$ cat config.mk
export PLATFORM = sky130hd
export DESIGN_NAME = spi_mem_slave
export DESIGN_NICKNAME = d
export VERILOG_FILES = /design/src/rtl/spi_mem_pkg.sv /design/src/rtl/spi_mem_sync.sv /design/src/rtl/spi_mem_array.sv /design/src/rtl/spi_mem_ctrl.sv /design/src/rtl/spi_mem_slave.sv
export SDC_FILE = /design/constraint.sdc
export NUM_CORES = 1
export LEC_CHECK = 0
export BUFFER_PORTS_ARGS = -buffer_cell sky130_fd_sc_hd__buf_2
export CORE_UTILIZATION = 53
export DETAILED_ROUTE_END_ITERATION = 8
export PLACE_DENSITY = 0.71
export SYNTH_ARGS = -nofsm -noshare
export SYNTH_HDL_FRONTEND = slang
export SYNTH_SLANG_ARGS = --single-unit
$ cat constraint.sdc
create_clock -name clk -period 2.2 [get_ports clk]
set_clock_uncertainty 0.1 [all_clocks]
set_input_delay 0 -clock clk [delete_from_list [all_inputs] [get_ports clk]]
set_output_delay 0 -clock clk [all_outputs]
set_load 0.005 [all_outputs]
$ cat src/rtl/spi_mem_pkg.sv
package spi_mem_pkg;

    localparam logic [7:0] OPC_READ  = 8'h03;
    localparam logic [7:0] OPC_WRITE = 8'h02;
    localparam logic [7:0] OPC_STAT  = 8'h05;

    typedef enum logic [1:0] {
        PH_OPC,
        PH_ADDR,
        PH_DATA,
        PH_SKIP
    } phase_e;

    typedef enum logic [1:0] {
        CMD_NONE,
        CMD_READ,
        CMD_WRITE,
        CMD_STAT
    } cmd_e;

endpackage

$ cat src/rtl/spi_mem_sync.sv
module spi_mem_sync #(
    parameter int STAGES = 2
) (
    input  logic clk,
    input  logic rst_n,
    input  logic sck,
    input  logic si,
    input  logic cs_n,
    input  logic wp_n,
    output logic sck_rise,
    output logic sck_fall,
    output logic cs_fall,
    output logic cs_rise,
    output logic si_s,
    output logic wp_s
);

    localparam int TOP = STAGES - 1;

    typedef struct packed {
        logic [STAGES-1:0] sck;
        logic [STAGES-1:0] si;
        logic [STAGES-1:0] csn;
        logic [STAGES-1:0] wp;
        logic              sck_prev;
        logic              csn_prev;
    } sync_t;

    sync_t q, d;

    always_comb begin
        d = q;
        d.sck      = {q.sck[STAGES-2:0], sck};
        d.si       = {q.si[STAGES-2:0], si};
        d.csn      = {q.csn[STAGES-2:0], cs_n};
        d.wp       = {q.wp[STAGES-2:0], wp_n};
        d.sck_prev = q.sck[TOP];
        d.csn_prev = q.csn[TOP];
    end

    // chip select resets to "low" so a frame open at reset yields no fall
    always_ff @(posedge clk or negedge rst_n) begin
        if (!rst_n) begin
            q <= '0;
        end else begin
            q <= d;
        end
    end

    assign sck_rise = q.sck[TOP] & ~q.sck_prev;
    assign sck_fall = ~q.sck[TOP] & q.sck_prev;
    assign cs_fall  = ~q.csn[TOP] & q.csn_prev;
    assign cs_rise  = q.csn[TOP] & ~q.csn_prev;
    assign si_s     = q.si[TOP];
    assign wp_s     = q.wp[TOP];

endmodule

$ cat src/rtl/spi_mem_array.sv
module spi_mem_array #(
    parameter int ADDR_W   = 4,
    parameter int BUSY_CYC = 2000
) (
    input  logic              clk,
    input  logic              rst_n,
    input  logic              wr_en,
    input  logic [ADDR_W-1:0] wr_addr,
    input  logic [7:0]        wr_data,
    input  logic [ADDR_W-1:0] rd_addr,
    output logic [7:0]        rd_data,
    output logic              busy
);

    localparam int DEPTH = 1 << ADDR_W;
    localparam int CNT_W = $clog2(BUSY_CYC + 1);

    typedef struct packed {
        logic [DEPTH-1:0][7:0] mem;
        logic [CNT_W-1:0]      cnt;
    } arr_t;

    arr_t q, d;

    always_comb begin
        d = q;
        if (wr_en) begin
            d.mem[wr_addr] = wr_data;
            d.cnt          = CNT_W'(BUSY_CYC);
        end else if (q.cnt != '0) begin
            d.cnt = q.cnt - CNT_W'(1);
        end
    end

    always_ff @(posedge clk or negedge rst_n) begin
        if (!rst_n) begin
            q <= '0;
        end else begin
            q <= d;
        end
    end

    assign rd_data = q.mem[rd_addr];
    assign busy    = (q.cnt != '0);

    AST_WR_ONLY_IDLE: assert property (@(posedge clk) disable iff (!rst_n)
        wr_en |-> !busy);
    AST_WR_SETS_BUSY: assert property (@(posedge clk) disable iff (!rst_n)
        wr_en |=> busy);

endmodule

$ cat src/rtl/spi_mem_ctrl.sv
module spi_mem_ctrl
    import spi_mem_pkg::*;
#(
    parameter int ADDR_W = 4
) (
    input  logic              clk,
    input  logic              rst_n,
    input  logic              sck_rise,
    input  logic              sck_fall,
    input  logic              cs_fall,
    input  logic              cs_rise,
    input  logic              si_s,
    input  logic              wp_s,
    input  logic              busy,
    input  logic [7:0]        rd_data,
    output logic [ADDR_W-1:0] rd_addr,
    output logic              wr_start,
    output logic [ADDR_W-1:0] wr_addr,
    output logic [7:0]        wr_data,
    output logic              so_bit,
    output logic              active
);

    typedef struct packed {
        logic              armed;
        logic              active;
        phase_e            phase;
        cmd_e              cmd;
        logic [2:0]        bitcnt;
        logic [7:0]        sreg;
        logic [ADDR_W-1:0] addr;
        logic [7:0]        wdata;
        logic              wvalid;
        logic              cancel;
        logic [7:0]        tx;
    } ctrl_t;

    ctrl_t q, d;
    logic [7:0] byte_in;

    always_comb begin
        d        = q;
        wr_start = 1'b0;
        byte_in  = {q.sreg[6:0], si_s};
        if (cs_fall) begin
            d.armed  = 1'b1;
            d.active = 1'b1;
            d.phase  = PH_OPC;
            d.cmd    = CMD_NONE;
            d.bitcnt = '0;
            d.wvalid = 1'b0;
            d.cancel = 1'b0;
            d.tx     = '0;
        end else if (cs_rise) begin
            if (q.active && q.cmd == CMD_WRITE && q.wvalid && !q.cancel
                && wp_s && q.bitcnt == '0 && !busy) begin
                wr_start = 1'b1;
            end
            d.active = 1'b0;
            d.phase  = PH_OPC;
            d.tx     = '0;
        end else if (q.active) begin
            if (!wp_s) begin
                d.cancel = 1'b1;
            end
            if (sck_rise) begin
                d.sreg   = byte_in;
                d.bitcnt = q.bitcnt + 3'd1;
                if (q.bitcnt == 3'd7) begin
                    unique case (q.phase)
                        PH_OPC: begin
                            if (busy && byte_in != OPC_STAT) begin
                                d.phase = PH_SKIP;
                            end else if (byte_in == OPC_READ) begin
                                d.cmd   = CMD_READ;
                                d.phase = PH_ADDR;
                            end else if (byte_in == OPC_WRITE) begin
                                d.cmd   = CMD_WRITE;
                                d.phase = PH_ADDR;
                            end else if (byte_in == OPC_STAT) begin
                                d.cmd   = CMD_STAT;
                                d.phase = PH_DATA;
                            end else begin
                                d.phase = PH_SKIP;
                            end
                        end
                        PH_ADDR: begin
                            d.addr  = byte_in[ADDR_W-1:0];
                            d.phase = PH_DATA;
                        end
                        PH_DATA: begin
                            if (q.cmd == CMD_WRITE) begin
                                d.wdata  = byte_in;
                                d.wvalid = 1'b1;
                            end
                        end
                        default: ;
                    endcase
                end
            end
            if (sck_fall) begin
                if (q.phase == PH_DATA && q.bitcnt == '0 && q.cmd == CMD_READ) begin
                    d.tx   = rd_data;
                    d.addr = q.addr + ADDR_W'(1);
                end else if (q.phase == PH_DATA && q.bitcnt == '0 && q.cmd == CMD_STAT) begin
                    d.tx = {7'b0, busy};
                end else begin
                    d.tx = {q.tx[6:0], 1'b0};
                end
            end
        end
    end

    always_ff @(posedge clk or negedge rst_n) begin
        if (!rst_n) begin
            q <= '0;
        end else begin
            q <= d;
        end
    end

    assign rd_addr = q.addr;
    assign wr_addr = q.addr;
    assign wr_data = q.wdata;
    assign so_bit  = q.tx[7];
    assign active  = q.active;

    AST_TX_FALL_ONLY: assert property (@(posedge clk) disable iff (!rst_n)
        (!sck_fall && !cs_rise && !cs_fall) |=> $stable(q.tx));
    AST_ARMED_STICKY: assert property (@(posedge clk) disable iff (!rst_n)
        q.armed |=> q.armed);
    AST_NO_WR_UNARMED: assert property (@(posedge clk) disable iff (!rst_n)
        wr_start |-> q.armed);

endmodule

$ cat src/rtl/spi_mem_slave.sv
module spi_mem_slave #(
    parameter int ADDR_W      = 4,
    parameter int BUSY_CYC    = 2000,
    parameter int SYNC_STAGES = 2
) (
    input  logic clk,
    input  logic rst_n,
    input  logic sck,
    input  logic si,
    input  logic cs_n,
    input  logic wp_n,
    output logic so,
    output logic so_oe
);

    logic              sck_rise, sck_fall, cs_fall, cs_rise, si_s, wp_s;
    logic              busy, wr_start, so_bit, active;
    logic [ADDR_W-1:0] rd_addr, wr_addr;
    logic [7:0]        rd_data, wr_data;

    spi_mem_sync #(.STAGES(SYNC_STAGES)) sync_i (
        .clk      (clk),
        .rst_n    (rst_n),
        .sck      (sck),
        .si       (si),
        .cs_n     (cs_n),
        .wp_n     (wp_n),
        .sck_rise (sck_rise),
        .sck_fall (sck_fall),
        .cs_fall  (cs_fall),
        .cs_rise  (cs_rise),
        .si_s     (si_s),
        .wp_s     (wp_s)
    );

    spi_mem_ctrl #(.ADDR_W(ADDR_W)) ctrl_i (
        .clk      (clk),
        .rst_n    (rst_n),
        .sck_rise (sck_rise),
        .sck_fall (sck_fall),
        .cs_fall  (cs_fall),
        .cs_rise  (cs_rise),
        .si_s     (si_s),
        .wp_s     (wp_s),
        .busy     (busy),
        .rd_data  (rd_data),
        .rd_addr  (rd_addr),
        .wr_start (wr_start),
        .wr_addr  (wr_addr),
        .wr_data  (wr_data),
        .so_bit   (so_bit),
        .active   (active)
    );

    spi_mem_array #(.ADDR_W(ADDR_W), .BUSY_CYC(BUSY_CYC)) array_i (
        .clk     (clk),
        .rst_n   (rst_n),
        .wr_en   (wr_start),
        .wr_addr (wr_addr),
        .wr_data (wr_data),
        .rd_addr (rd_addr),
        .rd_data (rd_data),
        .busy    (busy)
    );

    assign so_oe = active;
    assign so    = active & so_bit;

    AST_SO_HIZ_DESEL: assert property (@(posedge clk) disable iff (!rst_n)
        cs_rise |=> !so_oe);
    AST_WR_NEEDS_WP: assert property (@(posedge clk) disable iff (!rst_n)
        wr_start |-> wp_s);
    AST_WR_AT_CS_RISE: assert property (@(posedge clk) disable iff (!rst_n)
        wr_start |-> cs_rise);

endmodule

==> results.sh, run 1 <==
export IMPL_clk_pin_slew_worst_paths_ns=0.07
export IMPL_async_flop_share_pct=100.0
export IMPL_final_cell_area_um2=10370
export IMPL_ioPinCount=8
export IMPL_syn_nets=615
export IMPL_synth_area_leader_cell="dfrtp_1"
export IMPL_hold_violations=0
export IMPL_diodes=0
export IMPL_slew_headroom_pct=50.69
export IMPL_dp_hpwl_um=12940
export IMPL_synthAdderAreaFrac_pct=1.403
export IMPL_synth_edf_count=0
export IMPL_vias_per_cell=6.008
export IMPL_synth_compound_area_share_pct=4.968
export IMPL_post_place_ws_ns=-0.1002
export IMPL_power_density_nw_per_um2=651.2
export IMPL_path_class="flip-flop to flip-flop"
export IMPL_syn_area_um2=8916
export IMPL_setup_violations=121
export IMPL_ys_flop_type="dfrtp_1"
export IMPL_fmax_ghz=0.4359
export IMPL_antenna_found_initial=0
export IMPL_worst_path_max_fanout=8
export IMPL_setup_ws_ns=-0.09384
export IMPL_finalPower_uw=6752
export IMPL_worst_endpoint_required_ns=2.42
export IMPL_synth_top_family_by_area="multiplexers"
export IMPL_grt_util_all_layers_pct=24.21
export IMPL_cp_arrival_ns=2.51
export IMPL_portBuffers=7
export IMPL_crit_chain="inv_1, ha_2, nand4bb_4, nor4_4, buf_6, buf_12, nand4_4, mux2_4"
export IMPL_synthXorXnorAreaFrac_pct=0.3929
export IMPL_yosysSeqAreaShare_pct=52.20
export IMPL_wl_um=19550
export IMPL_hold_slack_ns=0.05990
export IMPL_reg2reg_slack_ns=-0.09
export IMPL_drtPass1Iterations=4
export IMPL_cp_end_kind="flip-flop"
export IMPL_seqCellArea_um2=4656
export IMPL_areaGrowthSynthToFinish_pct=16.28
export IMPL_floorplan_initialDensity_pct=53.96
export IMPL_worst_pin_slew_ns=0.7397
export IMPL_drv_slew=0
export IMPL_status="finished, violations left"
export IMPL_rsz0062_at_grt="true"
export IMPL_vias=5347
export IMPL_ys_ff_latch=186
export IMPL_cts_buffer_depth=2
export IMPL_grt_pass1_wl_um=31940
export IMPL_grt_pass1_vias=5826
export IMPL_max_vdd_ir_drop_uv=559.2
export IMPL_setup_tns_ns=-6.456
export IMPL_drive_gt1_share_pct=46.87
export IMPL_worst_path_max_delay_cell="dfrtp_1"
export IMPL_ys_warn_count=0
export IMPL_drtIter0Drc=262
export IMPL_path_delay_family="simple AND/OR/NAND/NOR gates"
export IMPL_tritoncts="built"
export IMPL_die_x_um=131.7
export IMPL_slowest_delay_ns=0.39
export IMPL_synth_distinct_cells=64
export IMPL_drc=0
export IMPL_place_area_um2=9544
export IMPL_yosys_top_cells_area="dfrtp_1 (52%), mux2_2 (16%), mux4_2 (8.1%), nand4_4 (3.8%), mux2_4 (2.7%)"
export IMPL_min_period_ns=2.294
export IMPL_grt_ovfl_total=0
export IMPL_grt_max_degree=58
export IMPL_startpoint_type="flip-flop"
export IMPL_cts_root_buf="clkbuf_16"
export IMPL_synthSimpleGateAreaFrac_pct=9.781
export IMPL_rows=47
export IMPL_hp_class="input port to async pin"
export IMPL_syn_avg_cell_area_um2=14.88
export IMPL_multi_input_area_um2=4158
export IMPL_synth_mux_area_share_pct=28.94
export IMPL_cts_htree_levels=4
export IMPL_synthCells=599
export IMPL_path_buf_inv=3
export IMPL_finalCritPeriodShare_pct=104.3
export IMPL_routedWlPerCell_um=21.97
export IMPL_cts_made_buffers=17
export IMPL_die_h_um=131.7
export IMPL_gp_congestion=0.9042
export IMPL_nNetsFinal=673
export IMPL_maxCapViolCount=0
export IMPL_violations="negative setup slack"
export IMPL_leakage_uw=0.004863
export IMPL_coreArea_um2=16520
export IMPL_worstSkewPairLatency_ns=0.43
export IMPL_synth_top_area_share_pct=52.20
export IMPL_crit_start="sync_i.d[0]"
export IMPL_drtAntennaViolNets=0
export IMPL_num_fill_cells=1217
export IMPL_cts_sink_count=186
export IMPL_die_area_um2=17340
export IMPL_reg2reg_from="sync_i.d[0]"
-- worst paths after layout --
kind	end	cells past startpoint
min	array_i.q[33]	3
max reg2reg	array_i.q[134]	8
min reg2reg	sync_i.d[1]	0
max in group asynchronous	array_i.q[37]	3
min in group clk	sync_i.d[7]	2
max	array_i.q[134]	8
-- cell families (layout without fill, tap and decap cells) --
| kind of cell | count (synthesis) | count (layout) |
|---|---|---|
| AOI/OAI and AO/OA | 60 | 60 |
| buffers and inverters | 44 | 115 |
| muxes | 193 | 193 |
| xor gates and xnor gates | 4 | 4 |
| and+or+nand+nor | 102 | 102 |
| adders and majority gates | 10 | 10 |
| DFF | 186 | 186 |
-- stage by stage --
| stage | util, % | cells |
|---|---|---|
| floorplan | - | 599 |
| global placement | 57.76 | 844 |
| detailed placement | 57.76 | 844 |
| CTS | 61.82 | 884 |
| global route | 62.74 | 890 |
| finish | 62.74 | 890 |
-- flip-flops by register name (all words and copies together), names as in the netlist --
register,cells
array_i.q,139
ctrl_i.q,16
ctrl_i.wr_data,8
ctrl_i.byte_in,7
sync_i.d,6
ctrl_i.rd_addr,4
sync_i.q,2
ctrl_i.active,1
ctrl_i.so_bit,1
sync_i.si_s,1
sync_i.wp_s,1
-- tightest hold or removal path: cells and delay by family --
kind / cells / cell delay [ns]
buffers and inverters: 3 / 0.96
-- cell type report --
type                       count  area share [%]
sequential                   186           44.91
multi-input combinational    369           40.10
timing repair buffer          69           6.312
clock buffer                  21           4.441
tap                          220           2.655
clock inverter                11           1.074
inverter                      14          0.5069
-- Yosys cell counts, types with 2 or more instances --
cell and number:
nand4_4 16, nor4_1 3, buf_6 2, nor3_1 5, a2bb2oi_1 2, mux2_1 7
dfrtp_1 186, nand3_1 2, a31oi_1 3, a22oi_1 7, nor2_1 15, and2_1 3
nand4b_1 8, ha_1 10, mux4_2 32, nand2_1 13, o211ai_1 8, a21oi_1 7
and3_1 4, a211oi_1 3, o21ai_0 12, a22o_1 5, clkbuf_1 12, mux2_2 127
or4_1 3, mux2i_1 11, or3_1 5, nand3b_1 3, mux2_4 16, nand2b_1 7
xor2_1 2, xnor2_1 2, nand4_1 2, nor2b_1 3, inv_1 12, buf_2 9
buf_1 5
-- layout by cell type, fill, tap and decap left out, drive strengths merged, types with 3 or more instances in the layout --
cell type / count
a22oi: 7
nand4b: 8
o211ai: 8
inv: 16
nand4: 18
mux2i: 11
nand2b: 7
nor3: 5
nand3: 3
dfrtp: 186
nor4: 4
buf: 62
clkbuf: 23
or3: 5
nand2: 13
and3: 4
nor2: 16
nor2b: 3
o21ai: 12
or4: 4
a31oi: 3
and2: 3
mux4: 32
dlygate4sd3: 5
a211oi: 3
a22o: 5
clkinv: 6
ha: 10
nand3b: 3
mux2: 150
a21oi: 7
-- report_power, final --
part | internal [uW] | switching [uW] | total (uW) | leakage, uW
combinational | 120 | 187 | 308 | 0.00202
sequential | 3450 | 38.8 | 3490 | 0.00257
clock | 1630 | 1320 | 2950 | 0.000275
total | 5210 | 1540 | 6750 | 0.00486
-- what timing repair did --
| item | 4_1_cts | 5_1_grt |
|---|---|---|
| hold buffers | 6 | 0 |
| endpoints found under the setup margin | 137 | 151 |
| gates resized for setup | 6 | 16 |
| hold endpoints to repair | 190 | 0 |
| pin swaps | 6 | 10 |
| setup buffers | 1 | 4 |
| gates cloned | 1 | 2 |
-- metal layers --
layer / routed length, um / share of wire, % / vias to the layer above / GRT usage, %
met2: 9598 / 49 / 88 / 39.18
li1: - / - / 2379 / -
met1: 8742 / 45 / 2844 / 32.17
met5: 0 / 0 / - / 0
met4: 586 / 3.0 / 0 / 10.53
met3: 624 / 3.2 / 36 / 4.437
(Power assumes the default switching activity.)
==> run 2: changes to the inputs <==
- MAX_ROUTING_LAYER: unset -> met4
==> results.sh, run 2 (same netlist as run 1, synthesis figures left out) <==
export IMPL_areaGrowthSynthToFinish_pct=15.91
export IMPL_gp_congestion=0.9295
export IMPL_worst_pin_slew_ns=0.7589
export IMPL_drc=0
export IMPL_diodes=0
export IMPL_grt_ovfl_total=0
export IMPL_drive_gt1_share_pct=46.40
export IMPL_cp_arrival_ns=2.51
export IMPL_leakage_uw=0.004851
export IMPL_cp_end_kind="flip-flop"
export IMPL_nNetsFinal=670
export IMPL_worstSkewPairLatency_ns=0.43
export IMPL_drtAntennaViolNets=0
export IMPL_netSwitchingFraction_pct=22.94
export IMPL_reg2reg_depth=6
export IMPL_seqPwrFrac_pct=51.4
export IMPL_finalCritPeriodShare_pct=104.3
export IMPL_setup_ws_ns=-0.09423
export IMPL_pwr_share_comb_pct=4.2
export IMPL_antenna_found_initial=0
export IMPL_cts_buffer_depth=2
export IMPL_drtIter0Drc=273
export IMPL_die_h_um=131.7
export IMPL_cts_made_buffers=17
export IMPL_power_density_nw_per_um2=658.5
export IMPL_floorplan_initialDensity_pct=53.96
export IMPL_worst_endpoint_required_ns=2.42
export IMPL_min_period_ns=2.294
export IMPL_rsz0062_at_grt="true"
export IMPL_routedWlPerCell_um=21.79
export IMPL_ioPinCount=8
export IMPL_maxCapViolCount=0
export IMPL_fmax_ghz=0.4359
export IMPL_final_cell_mix="dfrtp_1 (185), mux2_2 (125), buf_4 (42)"
export IMPL_vias_per_cell=5.999
export IMPL_cts_htree_levels=4
export IMPL_hold_violations=0
export IMPL_finalPower_uw=6805
export IMPL_reg2reg_to="array_i.q[137]"
export IMPL_drv_slew=0
export IMPL_power_switching_uw=1561
export IMPL_cts_root_buf="clkbuf_16"
export IMPL_clk_pin_slew_worst_paths_ns=0.07
export IMPL_layout_commonest_cell="dfrtp_1"
export IMPL_final_cell_area_um2=10330
export IMPL_dp_hpwl_um=12900
export IMPL_grt_pass1_vias=5786
export IMPL_slew_headroom_pct=49.41
export IMPL_grt_pass1_wl_um=31940
export IMPL_die_area_um2=17340
export IMPL_violations="negative setup slack"
export IMPL_power_frac_clock_pct=44.5
export IMPL_vias=5315
export IMPL_status="finished, violations left"
export IMPL_grt_util_all_layers_pct=25.00
export IMPL_drtPass1Iterations=4
export IMPL_wl_um=19300
export IMPL_startpoint_type="flip-flop"
export IMPL_fin_util_pct=62.54
export IMPL_place_area_um2=9564
export IMPL_regMostFlops="array_i.q"
export IMPL_p_int_uw=5244
export IMPL_crit_start="array_i.q[7]"
export IMPL_worst_path_max_fanout=8
export IMPL_die_x_um=131.7
export IMPL_portBuffers=7
export IMPL_coreArea_um2=16520
export IMPL_hold_slack_ns=0.08900
export IMPL_reg2reg_from="array_i.q[7]"
export IMPL_setup_violations=128
export IMPL_largest_reg_flops=139
export IMPL_hp_class="input port to async pin"
export IMPL_tritoncts="built"
export IMPL_max_vdd_ir_drop_uv=547.8
export IMPL_post_place_ws_ns=-0.1204
export IMPL_path_class="flip-flop to flip-flop"
export IMPL_rows=47
export IMPL_grt_max_degree=74
export IMPL_reg2reg_slack_ns=-0.09
export IMPL_cts_sink_count=186
==> run 2: area by class of cell <==
class                      count  area (um2)
tap                          220       275.3
sequential                   186        4656
clock inverter                13       145.1
inverter                      14       52.55
multi-input combinational    369        4150
clock buffer                  18       429.2
fill                        1208        6190
timing repair buffer          66       626.9
==> run 2: how the worst max path moves through the flow <==
stage,end,depth (start not counted),slack (ns)
2_1_floorplan,array_i.q[100],5,-0.08
3_3_place_gp,array_i.q[137],5,-0.06
3_5_place_dp,array_i.q[137],5,-0.12
4_1_cts,array_i.q[132],6,-0.09
5_1_grt,array_i.q[132],8,-0.15
6_report,array_i.q[137],6,-0.09
==> run 2: worst max-delay path, cell delays in order, from the launching register on <==
cell     delay [ns]
dfrtp_1        0.38
or4_4          0.56
nor4_4         0.17
buf_6          0.19
buf_12         0.15
nand4_4        0.24
mux2_4         0.38
==> run 2: metal layers <==
metal | vias to the layer above | GRT usage, % | wire length (um) | part of all wire, %
met2 | 74 | 39.48 | 9679 | 50
met3 | 23 | 5.093 | 705 | 3.7
met1 | 2830 | 32.30 | 8565 | 44
met4 | 0 | 8.656 | 354 | 1.8
met5 | - | - | 0 | 0
li1 | 2388 | - | - | -
==> run 2: stage by stage <==
| stage | std cells | setup TNS (ns) |
|---|---|---|
| global placement | 845 | -1.567 |
| detailed placement | 845 | -7.397 |
| CTS | 886 | -3.952 |
| floorplan | 599 | -1.745 |
| finish | 886 | -4.756 |
| global route | 886 | -12.54 |
==> run 2: timing repair <==
action,4_1_cts,5_1_grt
buffers inserted,3,0
pin swaps,5,7
endpoints found under the hold margin,176,0
gates resized for setup,7,13
gates cloned,2,1
setup endpoints to repair,138,151
hold buffers,5,0
==> run 2: power groups by stage <==
stage	clock, uW	combinational [uW]	sequential, uW
detailed placement	0	272	3560
floorplan	0	116	3540
finish	3030	285	3490
global route	3200	316	3500
CTS	3080	284	3490
global placement	0	266	3560
==> run 3: changes to the inputs <==
- ABC_CLOCK_PERIOD_IN_PS: unset -> 2200
- CTS_CLUSTER_DIAMETER: unset -> 100
- PLACE_DENSITY: 0.71 -> 0.75
==> results.sh, run 3 (same netlist as run 1, synthesis figures left out) <==
export IMPL_reg2reg_from="array_i.q[8]"
export IMPL_path_buf_inv=2
export IMPL_die_area_um2=17340
export IMPL_drive_gt1_share_pct=48.15
export IMPL_worst_path_max_fanout=8
export IMPL_antenna_found_initial=0
export IMPL_cts_buffer_depth=2
export IMPL_reg2reg_slack_ns=-0.18
export IMPL_slowest_delay_ns=0.58
export IMPL_drtIter0Drc=389
export IMPL_regMostFlops="array_i.q"
export IMPL_worst_pin_slew_ns=0.8283
export IMPL_finalCritPeriodShare_pct=108.4
export IMPL_slew_headroom_pct=44.78
export IMPL_dp_cells=842
export IMPL_status="finished, violations left"
export IMPL_rsz0062_at_grt="true"
export IMPL_floorplan_initialDensity_pct=53.96
export IMPL_drtPass1Iterations=4
export IMPL_portBuffers=7
export IMPL_num_fill_cells=1147
export IMPL_violations="negative hold slack, negative setup slack"
export IMPL_routedWlPerCell_um=22.36
export IMPL_hp_class="input port to async pin"
export IMPL_path_class="flip-flop to flip-flop"
export IMPL_leakage_uw=0.004898
export IMPL_clk_pin_slew_worst_paths_ns=0.07
export IMPL_hold_slack_ns=-0.001593
export IMPL_areaGrowthSynthToFinish_pct=17.15
export IMPL_drv_slew=0
export IMPL_setup_violations=132
export IMPL_gp_congestion=0.8953
export IMPL_hold_violations=3
export IMPL_dp_hpwl_um=12850
export IMPL_rows=47
export IMPL_coreArea_um2=16520
export IMPL_cp_end_kind="flip-flop"
export IMPL_worst_endpoint_required_ns=2.42
export IMPL_cts_htree_levels=4
export IMPL_max_vdd_ir_drop_uv=569.9
export IMPL_ioPinCount=8
export IMPL_nNetsFinal=679
export IMPL_path_delay_family="simple AND/OR/NAND/NOR gates"
export IMPL_setup_ws_ns=-0.1847
export IMPL_fmax_ghz=0.4193
export IMPL_diodes=0
export IMPL_grt_max_degree=73
export IMPL_grt_util_all_layers_pct=25.35
export IMPL_final_cell_mix="dfrtp_1 (185), mux2_2 (123), buf_4 (47)"
export IMPL_wl_um=20010
export IMPL_layout_commonest_cell="dfrtp_1"
export IMPL_grt_ovfl_total=0
export IMPL_die_x_um=131.7
export IMPL_cp_arrival_ns=2.60
export IMPL_vias_per_cell=6.106
export IMPL_startpoint_type="flip-flop"
export IMPL_drtAntennaViolNets=0
export IMPL_grt_pass1_vias=5804
export IMPL_die_h_um=131.7
export IMPL_largest_reg_flops=139
export IMPL_grt_pass1_wl_um=32240
export IMPL_tritoncts="built"
export IMPL_drc=0
export IMPL_power_density_nw_per_um2=646.4
export IMPL_cts_sink_count=186
export IMPL_vias=5465
export IMPL_cts_made_buffers=17
export IMPL_maxCapViolCount=0
export IMPL_worstSkewPairLatency_ns=0.44
export IMPL_reg2reg_depth=6
export IMPL_reg2reg_to="array_i.q[133]"
export IMPL_min_period_ns=2.385
export IMPL_stdcell_count=895
export IMPL_worst_path_max_delay_cell="or4_4"
export IMPL_crit_chain="or4_4, nor4_4, buf_6, buf_12, nand4_4, mux2_4"
export IMPL_cts_root_buf="clkbuf_16"
run 3: changes by cell type in the layout (fill, tap and decap cells not counted), moves of 3 or more:
cell | before | now
clkinvlp_4 | 2 | 5
buf_4 | 42 | 47
buf_6 | 3 | 9
clkbuf_8 | 0 | 4
a21oi_2 | 0 | 3
run 3: per-stage QoR:
stage	setup slack (ns)	instance area, um2	power, uW	setup TNS, ns	util [%]
5_1_grt	-0.2151	10450	6965	-22.46	63.21
3_5_place_dp	-0.1451	9517	3821	-9.379	57.59
2_1_floorplan	-0.08399	8956	3660	-1.745	-
3_3_place_gp	-0.07026	9517	3812	-3.009	57.59
4_1_cts	-0.1336	10360	6788	-4.707	62.69
6_report	-0.1847	10450	6751	-16.48	63.21
run 3: power breakdown:
group / internal, uW / total [uW] / switching (uW) / leakage [uW]
combinational: 115 / 289 / 175 / 0.00206
sequential: 3460 / 3500 / 42.2 / 0.00257
clock: 1680 / 2960 / 1290 / 0.000267
run 3: worst max path at each step:
stage	start	to	depth (start not counted)
global route	array_i.q[8]	array_i.q[133]	6
detailed placement	array_i.q[3]	array_i.q[134]	5
global placement	sync_i.d[0]	array_i.q[135]	7
CTS	sync_i.d[0]	array_i.q[127]	9
floorplan	array_i.q[7]	array_i.q[100]	5
finish	array_i.q[8]	array_i.q[133]	6
run 3: final cells by class:
class	count	area, um2	area share, %
inverters	14	52.55	0.5031
repair buffers	75	694.4	6.648
clock inverters	9	90.09	0.8625
multi-input cells	369	4193	40.14
flip-flops and latches	186	4656	44.57
clock buffers	22	484.2	4.636
well taps	220	275.3	2.635
run 3: routing by layer:
| layer | track usage, % | vias to the layer above | part of all wire (%) |
|---|---|---|---|
| met3 | 4.205 | 37 | 3.3 |
| li1 | - | 2395 | - |
| met1 | 32.50 | 2916 | 44 |
| met5 | - | - | 0 |
| met2 | 40.27 | 117 | 50 |
| met4 | 10.47 | 0 | 3.0 |
run 3: repair_timing:
| action | CTS | global route |
|---|---|---|
| cloned | 4 | 0 |
| pin swaps | 12 | 14 |
| hold buffers | 5 | 0 |
| setup endpoints to repair | 135 | 154 |
| setup buffers | 12 | 6 |
| hold endpoints to repair | 190 | 0 |
| resized for setup | 17 | 22 |
